### config.mk
export PLATFORM = sky130hd
export DESIGN_NAME = pred_mask_fetch
export DESIGN_NICKNAME = d
export VERILOG_FILES = /design/src/rtl/pmf_pkg.sv /design/src/rtl/pmf_sel_dec.sv /design/src/rtl/pmf_mask_asm.sv /design/src/rtl/pred_mask_fetch.sv
export SDC_FILE = /design/constraint.sdc
export NUM_CORES = 1
export LEC_CHECK = 0
export ABC_AREA = 1
export BUFFER_PORTS_ARGS = -buffer_cell sky130_fd_sc_hd__clkbuf_2
export CAP_MARGIN = 20
export CORE_MARGIN = 5
export CORE_UTILIZATION = 25
export CTS_BUF_LIST = sky130_fd_sc_hd__clkbuf_4 sky130_fd_sc_hd__clkbuf_8
export DETAILED_ROUTE_END_ITERATION = 7
export HOLD_SLACK_MARGIN = 0.12
export PLACE_DENSITY = 0.51
export SYNTH_ARGS = -nofsm -noshare
export SYNTH_HDL_FRONTEND = slang
export SYNTH_SLANG_ARGS = --single-unit
### constraint.sdc
create_clock -name clk -period 2 [get_ports clk]
set_clock_uncertainty 0.2 [all_clocks]
set_input_delay 0.2 -clock clk [delete_from_list [all_inputs] [get_ports clk]]
set_output_delay 0.2 -clock clk [all_outputs]
set_load 0.02 [all_outputs]
### src/rtl/pmf_pkg.sv
package pmf_pkg;

  localparam int SEL_W = 3;
  localparam int FLD_W = 4;

  typedef enum logic [1:0] {
    PM_NONE = 2'd0,
    PM_INT  = 2'd1,
    PM_CR   = 2'd2,
    PM_RSVD = 2'd3
  } pmode_e;

  typedef enum logic [2:0] {
    ST_IDLE,
    ST_INT_SRC,
    ST_INT_DST,
    ST_CR_RUN,
    ST_FIN,
    ST_DONE
  } pst_e;

  // one selector seen both as integer and as condition selector
  typedef struct packed {
    logic       need_rd;  // integer view: register read required
    logic [1:0] reg_slot; // 0,1,2 -> three fixed registers
    logic       invert;
    logic       unary;
    logic [1:0] fbit;     // condition view: bit within field
    logic       want_set; // condition view: required polarity
  } sel_dec_t;

endpackage

### src/rtl/pmf_sel_dec.sv
module pmf_sel_dec
  import pmf_pkg::*;
(
  input  logic [SEL_W-1:0] sel,
  output sel_dec_t         dec
);

  always_comb begin
    dec          = '0;
    dec.fbit     = sel[2:1];
    dec.want_set = ~sel[0];
    unique case (sel)
      3'd0: dec.need_rd = 1'b0;
      3'd1: begin dec.need_rd = 1'b1; dec.reg_slot = 2'd0; dec.unary = 1'b1; end
      3'd2: begin dec.need_rd = 1'b1; dec.reg_slot = 2'd0; end
      3'd3: begin dec.need_rd = 1'b1; dec.reg_slot = 2'd0; dec.invert = 1'b1; end
      3'd4: begin dec.need_rd = 1'b1; dec.reg_slot = 2'd1; end
      3'd5: begin dec.need_rd = 1'b1; dec.reg_slot = 2'd1; dec.invert = 1'b1; end
      3'd6: begin dec.need_rd = 1'b1; dec.reg_slot = 2'd2; end
      default: begin dec.need_rd = 1'b1; dec.reg_slot = 2'd2; dec.invert = 1'b1; end
    endcase
  end

endmodule

### src/rtl/pmf_mask_asm.sv
module pmf_mask_asm
  import pmf_pkg::*;
#(
  parameter int MASK_W = 64,
  localparam int IDX_W = $clog2(MASK_W)
) (
  input  logic              clk,
  input  logic              rst_n,
  input  logic              init_evt,
  input  logic              init_ones,
  input  logic              is_int,
  input  sel_dec_t          src_dec,
  input  sel_dec_t          dst_dec,
  input  logic              cap_int,
  input  logic              cap_to_dst,
  input  logic [MASK_W-1:0] int_rdata,
  input  logic              cap_cr,
  input  logic [IDX_W-1:0]  cap_idx,
  input  logic [FLD_W-1:0]  cr_rdata,
  input  logic              load_evt,
  output logic [MASK_W-1:0] src_mask,
  output logic [MASK_W-1:0] dst_mask
);

  logic [MASK_W-1:0] src_w, dst_w;
  logic              src_hit, dst_hit;

  function automatic logic [MASK_W-1:0] shape_int(input sel_dec_t d,
                                                  input logic [MASK_W-1:0] v);
    logic [MASK_W-1:0] one;
    one = {{(MASK_W-1){1'b0}}, 1'b1};
    if (d.unary)       return one << v[IDX_W-1:0];
    else if (d.invert) return ~v;
    else               return v;
  endfunction

  function automatic logic field_hit(input sel_dec_t d, input logic [FLD_W-1:0] f);
    return f[d.fbit] == d.want_set;
  endfunction

  assign src_hit = field_hit(src_dec, cr_rdata);
  assign dst_hit = field_hit(dst_dec, cr_rdata);

  always_ff @(posedge clk) begin
    if (!rst_n) begin
      src_w <= '0;
      dst_w <= '0;
    end else if (init_evt) begin
      src_w <= init_ones ? '1 : '0;
      dst_w <= init_ones ? '1 : '0;
    end else begin
      if (cap_int && !cap_to_dst) src_w <= shape_int(src_dec, int_rdata);
      if (cap_int &&  cap_to_dst) dst_w <= shape_int(dst_dec, int_rdata);
      if (cap_cr) begin
        src_w[cap_idx] <= src_hit;
        dst_w[cap_idx] <= dst_hit;
      end
    end
  end

  always_ff @(posedge clk) begin
    if (!rst_n) begin
      src_mask <= '0;
      dst_mask <= '0;
    end else if (load_evt) begin
      src_mask <= src_w;
      dst_mask <= dst_w;
    end
  end

  AST_MASK_STABLE: assert property (@(posedge clk) disable iff (!rst_n)
    !load_evt |=> $stable(src_mask) && $stable(dst_mask));

  AST_UNARY_ONEHOT: assert property (@(posedge clk) disable iff (!rst_n)
    load_evt && is_int && src_dec.unary |=> $countones(src_mask) == 1);

endmodule

### src/rtl/pred_mask_fetch.sv
module pred_mask_fetch
  import pmf_pkg::*;
#(
  parameter int MASK_W = 64,
  parameter int IREG_W = 5,
  parameter int CR_AW  = 7,
  parameter int REG_P  = 3,
  parameter int REG_Q  = 10,
  parameter int REG_R  = 30,
  localparam int IDX_W = $clog2(MASK_W),
  localparam int VL_W  = IDX_W + 1
) (
  input  logic              clk,
  input  logic              rst_n,
  input  logic              req_valid,
  output logic              req_ready,
  input  logic [1:0]        req_mode,
  input  logic [SEL_W-1:0]  req_src_sel,
  input  logic [SEL_W-1:0]  req_dst_sel,
  input  logic [VL_W-1:0]   req_vlen,
  input  logic [CR_AW-1:0]  req_cr_base,
  output logic              int_ren,
  output logic [IREG_W-1:0] int_raddr,
  input  logic [MASK_W-1:0] int_rdata,
  output logic              cr_ren,
  output logic [CR_AW-1:0]  cr_raddr,
  input  logic [FLD_W-1:0]  cr_rdata,
  output logic              msk_valid,
  input  logic              msk_ready,
  output logic [MASK_W-1:0] src_mask,
  output logic [MASK_W-1:0] dst_mask
);

  pst_e              st_q, st_d;
  pmode_e            mode_q;
  logic [SEL_W-1:0]  sel_q [2];
  sel_dec_t          dec   [2];
  logic [VL_W-1:0]   vl_q, vl_in;
  logic [VL_W-1:0]   cnt_q;
  logic [CR_AW-1:0]  base_q;
  logic              pend_q, pend_dst_q;
  logic [IDX_W-1:0]  pend_idx_q;

  // named internal events
  logic acc_evt, load_evt, give_evt, rd_src, rd_dst;

  assign req_ready = (st_q == ST_IDLE);
  assign msk_valid = (st_q == ST_DONE);
  assign acc_evt   = req_valid && req_ready;
  assign load_evt  = (st_q == ST_FIN) && !pend_q;
  assign give_evt  = msk_valid && msk_ready;

  assign vl_in = (req_vlen > VL_W'(MASK_W)) ? VL_W'(MASK_W) : req_vlen;

  for (genvar g = 0; g < 2; g++) begin : g_dec
    pmf_sel_dec u_dec (.sel(sel_q[g]), .dec(dec[g]));
  end

  function automatic logic [IREG_W-1:0] slot_reg(input logic [1:0] s);
    case (s)
      2'd0:    return IREG_W'(REG_P);
      2'd1:    return IREG_W'(REG_Q);
      default: return IREG_W'(REG_R);
    endcase
  endfunction

  assign rd_src    = (st_q == ST_INT_SRC) && dec[0].need_rd;
  assign rd_dst    = (st_q == ST_INT_DST) && dec[1].need_rd;
  assign int_ren   = rd_src || rd_dst;
  assign int_raddr = slot_reg(rd_dst ? dec[1].reg_slot : dec[0].reg_slot);

  assign cr_ren    = (st_q == ST_CR_RUN) && (cnt_q < vl_q);
  assign cr_raddr  = base_q + CR_AW'(cnt_q);

  always_comb begin
    st_d = st_q;
    unique case (st_q)
      ST_IDLE: if (req_valid) begin
        case (pmode_e'(req_mode))
          PM_INT:  st_d = ST_INT_SRC;
          PM_CR:   st_d = ST_CR_RUN;
          default: st_d = ST_FIN;
        endcase
      end
      ST_INT_SRC: st_d = ST_INT_DST;
      ST_INT_DST: st_d = ST_FIN;
      ST_CR_RUN:  if (!cr_ren) st_d = ST_FIN;
      ST_FIN:     if (!pend_q) st_d = ST_DONE;
      ST_DONE:    if (msk_ready) st_d = ST_IDLE;
      default:    st_d = ST_IDLE;
    endcase
  end

  always_ff @(posedge clk) begin
    if (!rst_n) begin
      st_q       <= ST_IDLE;
      mode_q     <= PM_NONE;
      sel_q[0]   <= '0;
      sel_q[1]   <= '0;
      vl_q       <= '0;
      base_q     <= '0;
      cnt_q      <= '0;
      pend_q     <= 1'b0;
      pend_dst_q <= 1'b0;
      pend_idx_q <= '0;
    end else begin
      st_q       <= st_d;
      pend_q     <= int_ren || cr_ren;
      pend_dst_q <= rd_dst;
      pend_idx_q <= cnt_q[IDX_W-1:0];
      if (acc_evt) begin
        mode_q   <= pmode_e'(req_mode);
        sel_q[0] <= req_src_sel;
        sel_q[1] <= req_dst_sel;
        vl_q     <= vl_in;
        base_q   <= req_cr_base;
        cnt_q    <= '0;
      end else if (cr_ren) begin
        cnt_q    <= cnt_q + 1'b1;
      end
    end
  end

  pmf_mask_asm #(.MASK_W(MASK_W)) u_asm (
    .clk        (clk),
    .rst_n      (rst_n),
    .init_evt   (acc_evt),
    .init_ones  (pmode_e'(req_mode) != PM_CR),
    .is_int     (mode_q == PM_INT),
    .src_dec    (dec[0]),
    .dst_dec    (dec[1]),
    .cap_int    (pend_q && (mode_q == PM_INT)),
    .cap_to_dst (pend_dst_q),
    .int_rdata  (int_rdata),
    .cap_cr     (pend_q && (mode_q == PM_CR)),
    .cap_idx    (pend_idx_q),
    .cr_rdata   (cr_rdata),
    .load_evt   (load_evt),
    .src_mask   (src_mask),
    .dst_mask   (dst_mask)
  );

  AST_IDLE_EXCL: assert property (@(posedge clk) disable iff (!rst_n)
    !(req_ready && msk_valid));

  AST_NO_READ_IDLE: assert property (@(posedge clk) disable iff (!rst_n)
    req_ready |-> !int_ren && !cr_ren);

  AST_VALID_HOLD: assert property (@(posedge clk) disable iff (!rst_n)
    msk_valid && !msk_ready |=> msk_valid);

  AST_RETURN_IDLE: assert property (@(posedge clk) disable iff (!rst_n)
    give_evt |=> req_ready);

  AST_NONE_NO_READ: assert property (@(posedge clk) disable iff (!rst_n)
    acc_evt && !req_mode[0] && !req_mode[1] |=> !int_ren && !cr_ren);

  AST_ONE_PORT: assert property (@(posedge clk) disable iff (!rst_n)
    !(int_ren && cr_ren));

  AST_CR_STRIDE: assert property (@(posedge clk) disable iff (!rst_n)
    cr_ren && $past(cr_ren) |-> cr_raddr == $past(cr_raddr) + 1'b1);

endmodule

==> results of run 1 <==
==> power by group through the flow <==
stage | Sequential, mW | Combinational (mW) | Clock [mW]
after floorplan | 10.4 | 6.18 | 0
after global placement | 9.37 | 11.7 | 0
after detailed placement | 9.38 | 11.7 | 0
after CTS | 9.25 | 12.4 | 6.64
after global routing | 9.50 | 16.6 | 6.92
final | 9.27 | 15.4 | 6.42
==> cell type report <==
type	instances	area [um^2]
antenna	6	15.0
sequential	296	6010
multi-input combinational	1995	9940
tap	931	1160
fill	7449	43500
clock inverter	16	158
clock buffer	81	1020
inverter	404	1530
timing repair buffer	600	5530
==> worst max-delay path: cells and delay by family (launching register included) <==
| family | cells | cell delay [ns] |
|---|---|---|
| adders and majority gates | 2 | 0.49 |
| AOI/OAI and AO/OA | 3 | 0.37 |
| buffers and inverters | 2 | 0.17 |
| and+or+nand+nor | 2 | 0.18 |
| DFF | 1 | 0.35 |
==> registers in the layout, indices dropped and copies added (netlist names) <==
signal and count:
u_asm.dst_mask 64, u_asm.dst_w 64, u_asm.src_mask 64, u_asm.src_w 64, base_q 7, cnt_q 7
vl_q 7, pend_idx_q 6, sel_q 6, st_q 3, mode_q 2, pend_dst_q 1
pend_q 1
==> timing repair <==
item / in CTS / in global routing
endpoints found under the hold margin: 302 / 0
buffers inserted: 23 / 36
resized for setup: 93 / 258
cloned: 0 / 35
endpoints found under the setup margin: 13 / 141
pin swaps: 96 / 152
hold buffers: 111 / 0
==> cell families (layout without fill, tap and decap cells) <==
kind of cell,count (synthesis),in the layout,share of synthesized area
adder cells (fa/ha/maj),15,15,0.0112
AO/OA/AOI/OAI,549,549,0.160
buffers and inverters,590,1101,0.143
other,1,7,0.000216
flip-flops,296,296,0.344
AND/OR/NAND/NOR,1422,1422,0.337
XOR/XNOR,8,8,0.00403
==> final timing paths <==
| kind | start | to | slack (ns) | cells after the start |
|---|---|---|---|---|
| worst max-delay path | cnt_q[0] | cr_raddr[6] | -0.60 | 9 |
| worst min-delay path | req_mode[1] | mode_q[1] | 0.19 | 4 |
| worst max register to register | sel_q[0][3] | u_asm.dst_w[22] | -0.20 | 14 |
| worst min register to register | u_asm.dst_mask[60] | u_asm.dst_mask[60] | 0.24 | 2 |
==> layer usage <==
metal | wire length (um) | vias up
li1 | - | 9969
met1 | 34400 | 9298
met2 | 35900 | 777
met3 | 6260 | 116
met4 | 1680 | 8
met5 | 48 | -
==> cells in the final DEF, fill, tap and decap left out, types with 4 or more instances in the layout <==
cell type	netlist	layout
inv_1	396	387
nand2_2	2	32
diode_2	0	6
ha_1	14	5
edfxtp_1	6	6
clkbuf_4	0	15
clkbuf_16	0	23
nand3_4	0	8
buf_6	24	31
o21ai_0	150	144
nor2_1	112	105
nand4_1	98	98
nor2_2	6	8
o21ai_1	0	4
nand2_1	1072	1012
a21oi_2	0	76
clkbuf_2	0	221
nand3_2	1	10
inv_2	6	12
or2_2	57	57
dfxtp_2	0	9
clkbuf_8	0	69
buf_4	6	146
ha_4	0	9
dlygate4sd3_1	0	111
nand3_1	67	50
o22ai_1	9	9
buf_12	0	48
buf_8	0	14
nand2_4	0	26
clkinv_2	0	12
nand2_8	0	4
dfxtp_1	290	278
nor2_4	1	6
a21oi_4	0	4
a21oi_1	382	302
==> impl_results.md, run 1 <==
* Status: complete, but fails checks
* Failing checks: negative setup slack
* Port-buffer cells at 236
* Path category of the worst min-delay check: in2reg
* Layout Nets at 3,460
* Setup repair after global routing missed its margin: yes
* Post-detailed-route count of antenna-violating nets at 0
* Fraction of registers with async set or reset after synthesis at 0
* Area inside the core boundary at 68,800 um^2
* Cell breakdown of the critical path: ha_4, inv_2, fa_2, o21ai_2, nand2_1, a21oi_2, o21ai_1, nand2_1, clkbuf_8
* Die boundary width at 274 um
* Fraction of power consumed by sequential logic at 0.298
* Placed inst area at 20,500 um^2
* Nets in the synthesized netlist at 2,990
* Area growth from synthesis to layout at 46.0%
* Vias per Instance at 4.66
* Buffer depth of the longest clock path at 3
* PwrDens at 1230 nW/um^2
* Slowest cell delay on critical path at 0.35 ns
* Post-Synthesis Cells at 2,881
* Cell types occupying the most area after synthesis: dfxtp_1, nand2_1, a21oi_1
* Post-route setup slack at -0.603 ns
* Proportion of netlist area held by the largest area contributor at 0.334
* Cell type contributing the most total cell area after synthesis: dfxtp_1
* Top cells by instance count after synthesis: nand2_1, inv_1, a21oi_1
* Max-capacitance violation count at 0
* Non-filler cells in the finished layout at 4,329
* Clock network fraction of design power at 0.207
* Final hold vios at 0
* CTS H-tree depth at 2
* Critical Path Start Type: flip-flop
* Clock transition at the registers of the reported paths at 0.06 ns
* Cell Area, Synth at 17,400 um^2
* Die area at 74,900 um^2
* WL per Instance at 18.1 um
* Arrival time of data at the critical path endpoint at 2.20 ns
* Most common cell on crit path: nand2_1
* Die Y-Extent at 274 um
* LEAKAGE at 12.3 nW
* Count of standard-cell rows at 96
* Maximum number of pins on one net before global-route repair at 72
* Fraction of the cycle the final worst path needs at 1.30
* Fmax at 384 MHz
* Category of the worst setup path capture point: primary output
* Slowest cell on the critical path: dfxtp_2
* Tightest hold margin at 0.195 ns
* Placed Instances at 4,030
* First-pass GRT wire length at 106,000 um
* Required time reported for the critical path endpoint at 1.60 ns
* Core Util, Final at 0.369
* Number of antenna violations at the first check in global routing at 10
* Final total negative setup slack at -13.38 ns
* Met2 track demand over resource at 0.293
* Aggregate global-route resource usage at 0.180
* HPWL after detailed placement at 49,100 um
* Number of distinct library cells after synthesis at 36
* Buffer type at the clock tree root: clkbuf_8
* Net switching power at 13.2 mW
* Total DRC errors in the routed layout at 0
* Clock tree from TritonCTS: yes
* Most common cell in the synthesized netlist: nand2_1
* Most used flip-flop cell after synthesis: dfxtp_1
* Final WL at 78,300 um
* Overflow after GRT at 0
* Via count of the first global-routing pass at 17,600
* Seq cells post-synth at 296
* DRC marker count from the first detailed-route iteration at 1,830
* Sequential area share after synthesis at 0.344
* Area of all placed cells without fillers at 25,400 um^2
* Clock buffers created by TritonCTS at 54
* Total number of vias at 20,200
* Sinks on the clock net at 296
* GR Layer Usage met1 at 0.247
* Length of the first detailed-routing pass in iterations at 6
* Worst Path Class, Setup: reg2out
* Met3 usage at 0.0329
* Share of layout cells above drive strength 1 at 0.254
* Min cycle time layout at 2.60 ns
* Internal Dissipation at 17.9 mW
* Number of endpoints failing setup at the final stage at 89
* Worst Setup Slack post-DPL at -0.0477 ns
* Combinational group share of total power at 0.495
* Crit Path Max Fanout at 2
* Count of yosys warnings during synthesis at 0
* Pins over their slew limit at 0
* Clock Latency Late Sink at 0.65 ns
* Total power of the final layout at 31.1 mW
* Top Ports at 238
* Switching share of power at 0.425
* Count of flip-flops with a built-in enable after synthesis at 6
* Synthesized area per cell at 6.03 um^2
* Most Crowded Layer GR: met2
* Peak supply drop at 0.612 mV
* Effective utilization at floorplan at 0.253
* Global placement routability congestion at 0.863
Power figures use the tool's default switching activity.
==> run 2, diff against run 1 <==
--- a/config.mk
+++ b/config.mk
@@ -9,11 +9,10 @@
 export BUFFER_PORTS_ARGS = -buffer_cell sky130_fd_sc_hd__clkbuf_2
 export CAP_MARGIN = 20
 export CORE_MARGIN = 5
-export CORE_UTILIZATION = 25
+export CORE_UTILIZATION = 35
 export CTS_BUF_LIST = sky130_fd_sc_hd__clkbuf_4 sky130_fd_sc_hd__clkbuf_8
 export DETAILED_ROUTE_END_ITERATION = 7
 export HOLD_SLACK_MARGIN = 0.12
-export PLACE_DENSITY = 0.51
 export SYNTH_ARGS = -nofsm -noshare
 export SYNTH_HDL_FRONTEND = slang
 export SYNTH_SLANG_ARGS = --single-unit
==> run 2 against run 1 <==
Against the previous run: the flow still finishes with violations (negative setup slack); sequential cell count stayed put; routed wire length is 14% lower; die area is 28% lower; critical path type unchanged; count of clock-buffer cells in the layout is 3 higher; critical endpoint unchanged.
==> impl_results.md, run 2 (synthesis results as in run 1) <==
* Status: complete, but fails checks
* Failing checks: negative setup slack
* Placed inst area at 19,900 um^2 (-2.9%)
* Cell breakdown of the critical path: ha_4, inv_2, fa_2, o21ai_2, nand2_2, a21oi_2, o21ai_1, nand2_1, clkbuf_8
* Buffer type at the clock tree root: clkbuf_8
* Tightest hold margin at 0.184 ns (-0.0105 ns)
* Fmax at 373 MHz (-2.9%)
* Number of antenna violations at the first check in global routing at 9 (-1)
* CP bufs+invs at 2 (unchanged)
* Die Y-Extent at 233 um (-15%)
* Path category of the worst min-delay check: in2reg
* Clock transition at the registers of the reported paths at 0.06 ns (about the same)
* Count of standard-cell rows at 81 (-16%)
* Effective utilization at floorplan at 0.354 (+0.102)
* Area inside the core boundary at 49,100 um^2 (-29%)
* Overflow after GRT at 0 (unchanged)
* Arrival time of data at the critical path endpoint at 2.28 ns (+0.08 ns)
* Required time reported for the critical path endpoint at 1.60 ns (about the same)
* Fraction of the cycle the final worst path needs at 1.34 (+0.0389)
* First-pass GRT wire length at 98,800 um (-6.5%)
* Slowest cell delay on critical path at 0.36 ns (about the same)
* Total number of vias at 19,600 (-2.6%)
* Delay-heaviest family, CP: adder cells
* Number of endpoints failing setup at the final stage at 76 (-15%)
* Clock buffers created by TritonCTS at 55 (+1.9%)
* Layout Nets at 3,379 (-2.3%)
* Min cycle time layout at 2.68 ns (+0.0778 ns)
* Category of the worst setup path capture point: primary output
* Die area at 54,200 um^2 (-28%)
* Fill cells at 5,111 (-31%)
* Slowest cell on the critical path: dfxtp_2
* Die boundary width at 233 um (-15%)
* Leading cell type in the layout, fill and taps excluded: nand2_1
* Port-buffer cells at 236 (unchanged)
* Setup repair after global routing missed its margin: yes
* Aggregate global-route resource usage at 0.228 (+0.0485)
* Non-filler cells in the finished layout at 3,982 (-8.0%)
* Register-to-Register Setup Slack at -0.17 ns (+0.03 ns)
* Clock Latency Late Sink at 0.65 ns (about the same)
* Critical Path Start Type: flip-flop
* Placed Instances at 3,729 (-7.5%)
* Post-detailed-route count of antenna-violating nets at 0 (unchanged)
* Maximum number of pins on one net before global-route repair at 76 (+5.6%)
* Area of all placed cells without fillers at 23,600 um^2 (-7.0%)
* Top library cells by usage in the layout, fill and taps aside: nand2_1, inv_1, a21oi_1
* Area growth from synthesis to layout at 35.7%
* Vias per Instance at 4.93 (+5.9%)
* Post-route setup slack at -0.681 ns (-0.0778 ns)
* DRC marker count from the first detailed-route iteration at 1,723 (-5.8%)
* LEAKAGE at 11.7 nW (-4.9%)
* Worst Path Class, Setup: reg2out
* Total DRC errors in the routed layout at 0 (unchanged)
* Worst Tran Pin Value at 0.619 ns
* Max-capacitance violation count at 0 (unchanged)
* HPWL after detailed placement at 43,600 um (-11%)
* Final hold vios at 0 (unchanged)
* Peak supply drop at 0.621 mV (+1.6%)
* Via count of the first global-routing pass at 17,700 (+0.59%)
* Sinks on the clock net at 296 (unchanged)
* Clock tree from TritonCTS: yes
* Buffer depth of the longest clock path at 3 (unchanged)
* Pins over their slew limit at 0 (unchanged)
* Share of layout cells above drive strength 1 at 0.225 (-0.0292)
* WL per Instance at 17.0 um (-6.3%)
* CTS H-tree depth at 2 (unchanged)
* PwrDens at 1220 nW/um^2 (-0.38%)
* Crit Path Max Fanout at 2 (unchanged)
* Length of the first detailed-routing pass in iterations at 5 (-1)
* Worst max-slew margin expressed relative to the limit at 0.587
* Global placement routability congestion at 0.910 (+5.5%)
* Top Ports at 238 (unchanged)
* Final WL at 67,500 um (-14%)
==> run 2: changes by cell type in the layout (fill, tap and decap cells not counted), moves of 8 or more <==
cell and delta:
a21oi_1 +23, nand3_1 +12, nand2_2 +16, nand2_4 -11, buf_4 -39, buf_6 -12, a21oi_2 -20, clkbuf_16 -12
buf_12 -8
==> run 2: power by group <==
group / internal (mW) / switching [mW]
combinational: 4.96 / 8.12
sequential: 8.05 / 1.20
clock: 3.70 / 2.76
==> run 2: through the flow <==
step	TNS, ns	setup WS (ns)	total power, mW	utilization
floorplan	0	0.0463	16.6	-
global placement	-0.0418	-0.0418	20.6	0.406
detailed placement	-0.0385	-0.0385	20.7	0.406
CTS	-4.99	-0.637	27.7	0.460
global route	-15.90	-0.738	30.7	0.481
finish	-9.65	-0.681	28.8	0.481
==> run 2: per-layer routing <==
| metal | wire length [um] | vias to the layer above | track usage |
|---|---|---|---|
| met5 | 53 | - | 0 |
| met4 | 2310 | 8 | 0.0770 |
| met3 | 5940 | 155 | 0.0508 |
| met2 | 30200 | 801 | 0.367 |
| met1 | 29000 | 8870 | 0.304 |
| li1 | - | 9815 | - |
==> run 2: tightest hold or removal path, cell delays in order <==
cell           delay [ns]
dlygate4sd3_1        0.54
clkbuf_2             0.12
inv_1                0.05
o22ai_1              0.07
==> run 2: what timing repair did <==
action / in CTS / in global routing
setup buffers: 17 / 17
cloned: 0 / 14
setup endpoints to repair: 13 / 147
pin swaps: 13 / 56
hold buffers: 106 / 0
endpoints found under the hold margin: 302 / 0
gates resized for setup: 60 / 185
==> run 2: final cells by class <==
type,instances,area [um^2],share of cell area
Antenna cell,5,12.5,0.000530
Clock buffer,84,1080,0.0458
Clock inverter,16,130,0.00552
Inverter,404,1520,0.0644
Multi-Input combinational cell,1995,9550,0.405
Sequential cell,296,6000,0.254
Tap cell,664,831,0.0352
Timing Repair Buffer,518,4470,0.190
==> run 2: path summary, 6_finish.rpt <==
path / startpoint / end / depth (start not counted)
max: base_q[0] / cr_raddr[6] / 9
min reg2reg: u_asm.dst_mask[29] / u_asm.dst_mask[29] / 2
max reg2reg: sel_q[0][1] / u_asm.src_w[19] / 13
min: req_mode[1] / mode_q[1] / 4
==> run 3, diff against run 2 <==
--- a/config.mk
+++ b/config.mk
@@ -13,6 +13,7 @@
 export CTS_BUF_LIST = sky130_fd_sc_hd__clkbuf_4 sky130_fd_sc_hd__clkbuf_8
 export DETAILED_ROUTE_END_ITERATION = 7
 export HOLD_SLACK_MARGIN = 0.12
+export RECOVER_POWER = 25
 export SYNTH_ARGS = -nofsm -noshare
 export SYNTH_HDL_FRONTEND = slang
 export SYNTH_SLANG_ARGS = --single-unit
==> run 3 against run 2 <==
Against the previous run: cell count did not move; critical path type unchanged; via count barely moved; worst hold slack improved by 0.0023 ns; largest cell class unchanged; cell area fell by 0.54%; sequential cell count did not move; maximum frequency barely moved; die area did not move; total power fell by 0.59%; first-iteration DRC count fell by 2.0%; the run still ends with negative setup slack left; sequential power barely moved.
==> impl_results.md, run 3 (synthesis results as in run 1) <==
* Status: complete, but fails checks
* Failing checks: negative setup slack
* Count of standard-cell rows at 81 (unchanged)
* Post-detailed-route count of antenna-violating nets at 0 (unchanged)
* Buffer type at the clock tree root: clkbuf_8
* Max-capacitance violation count at 0 (unchanged)
* Area growth from synthesis to layout at 35.0%
* Worst Path Class, Setup: reg2out
* Number of antenna violations at the first check in global routing at 9 (unchanged)
* Final hold vios at 0 (unchanged)
* Share of layout cells above drive strength 1 at 0.202 (-0.0235)
* Setup repair after global routing missed its margin: yes
* Vias per Instance at 4.93 (about the same)
* Top Ports at 238 (unchanged)
* HPWL after detailed placement at 43,600 um (unchanged)
* Overflow after GRT at 0 (unchanged)
* Port-buffer cells at 236 (unchanged)
* Crit Path Max Fanout at 2 (unchanged)
* Aggregate global-route resource usage at 0.228 (unchanged)
* PwrDens at 1220 nW/um^2 (about the same)
* Register Area at 6000 um^2 (unchanged)
* Layout Nets at 3,379 (unchanged)
* Top library cells by usage in the layout, fill and taps aside: nand2_1, inv_1, a21oi_1
* Total power of the final layout at 28.6 mW (-0.59%)
* Path category of the worst min-delay check: in2reg
* Die area at 54,200 um^2 (unchanged)
* Post-route setup slack at -0.678 ns (+0.00245 ns)
* Clock buffers created by TritonCTS at 55 (unchanged)
* DRC marker count from the first detailed-route iteration at 1,689 (-2.0%)
* Global placement routability congestion at 0.910 (unchanged)
* Fmax at 373 MHz (about the same)
* WL per Instance at 17.0 um (+0.27%)
* Peak supply drop at 0.622 mV (+0.15%)
* Die Y-Extent at 233 um (unchanged)
* Final WL at 67,700 um (+0.27%)
* Clock transition at the registers of the reported paths at 0.06 ns (about the same)
* LEAKAGE at 11.4 nW (-2.2%)
* Min cycle time layout at 2.68 ns (-0.00246 ns)
* Worst Tran Pin Value at 1.25 ns (+0.627 ns)
* Category of the worst setup path capture point: primary output
* Fill cells at 5,141 (+0.59%)
* Clock Latency Late Sink at 0.65 ns (about the same)
* Total number of vias at 19,700 (+0.010%)
* Fraction of the cycle the final worst path needs at 1.34 (about the same)
* Maximum number of pins on one net before global-route repair at 76 (unchanged)
* Effective utilization at floorplan at 0.354 (unchanged)
* First-pass GRT wire length at 98,800 um (unchanged)
* Clock tree from TritonCTS: yes
* Critical Path Start Type: flip-flop
* Multi-input gate area at 9540 um^2 (-0.13%)
* Total DRC errors in the routed layout at 0 (unchanged)
* Via count of the first global-routing pass at 17,700 (unchanged)
* Tightest hold margin at 0.186 ns (+0.00228 ns)
* Leading cell type in the layout, fill and taps excluded: nand2_1
* Required time reported for the critical path endpoint at 1.60 ns (about the same)
* Sinks on the clock net at 296 (unchanged)
* Die boundary width at 233 um (unchanged)
* Number of endpoints failing setup at the final stage at 140 (+84%)
* Length of the first detailed-routing pass in iterations at 6 (+1)
* Arrival time of data at the critical path endpoint at 2.28 ns (about the same)
* Area inside the core boundary at 49,100 um^2 (unchanged)
* CTS H-tree depth at 2 (unchanged)
* Buffer depth of the longest clock path at 3 (unchanged)
* Worst max-slew margin expressed relative to the limit at 0.169 (-0.418)
* Pins over their slew limit at 0 (unchanged)
[run 3: changes by cell type in the layout (fill, tap and decap cells not counted)]
cell / previous run / this run
nand3_2: 5 / 4
nand3_1: 62 / 63
nor2_1: 105 / 106
buf_4: 107 / 105
buf_12: 40 / 39
nor2_4: 5 / 4
inv_1: 390 / 391
inv_2: 13 / 12
clkbuf_1: 0 / 75
clkbuf_2: 221 / 149
[run 3: layout make-up]
cell class | count | area share
clock buffer | 84 | 0.0461
timing repair buffer | 518 | 0.186
sequential | 296 | 0.256
inverter | 404 | 0.0647
clock inverter | 16 | 0.00555
antenna | 5 | 0.000533
tap | 664 | 0.0354
multi-input combinational | 1995 | 0.406
[run 3: where the power goes]
part	switching (mW)	internal [mW]
sequential	1.20	8.05
clock	2.77	3.70
combinational	8.13	4.78
[run 3: through the flow]
stage               setup WS (ns)  setup TNS, ns   util  instances  area [um^2]
floorplan                  0.0463              0      -       2881        17400
global placement          -0.0418        -0.0418  0.406       3729        19900
detailed placement        -0.0385        -0.0385  0.406       3729        19900
CTS                        -0.637          -4.99  0.460       3951        22500
global route               -0.738         -36.61  0.478       3979        23500
finish                     -0.678         -11.36  0.478       3982        23500
[run 3: final timing paths]
kind,from,endpoint,slack (ns),cells past startpoint
setup reg to reg,sel_q[0][1],u_asm.src_w[19],-0.17,13
hold reg to reg,u_asm.src_mask[48],u_asm.src_mask[48],0.24,2
setup / recovery,base_q[0],cr_raddr[6],-0.68,9
hold / removal,req_mode[1],mode_q[1],0.19,4
[run 3: timing repair]
action / in CTS / in global routing
endpoints found under the setup margin: 13 / 147
gates cloned: 0 / 14
endpoints found under the hold margin: 302 / 0
setup buffers: 17 / 17
hold buffers: 106 / 0
resized for setup: 60 / 185
pin swaps: 13 / 56
[run 3: layer usage]
layer | global-route usage | wire length, um
met1 | 0.304 | 29100
met2 | 0.367 | 30400
met3 | 0.0508 | 5900
met4 | 0.0770 | 2260
met5 | 0 | 53
[run 3: critical path, cell delays in order (launching register included)]
cell and delay (ns):
dfxtp_2 0.36, ha_4 0.15, inv_2 0.04, fa_2 0.36, o21ai_2 0.21, nand2_2 0.08, a21oi_2 0.13, o21ai_1 0.07
nand2_1 0.09, clkbuf_8 0.14
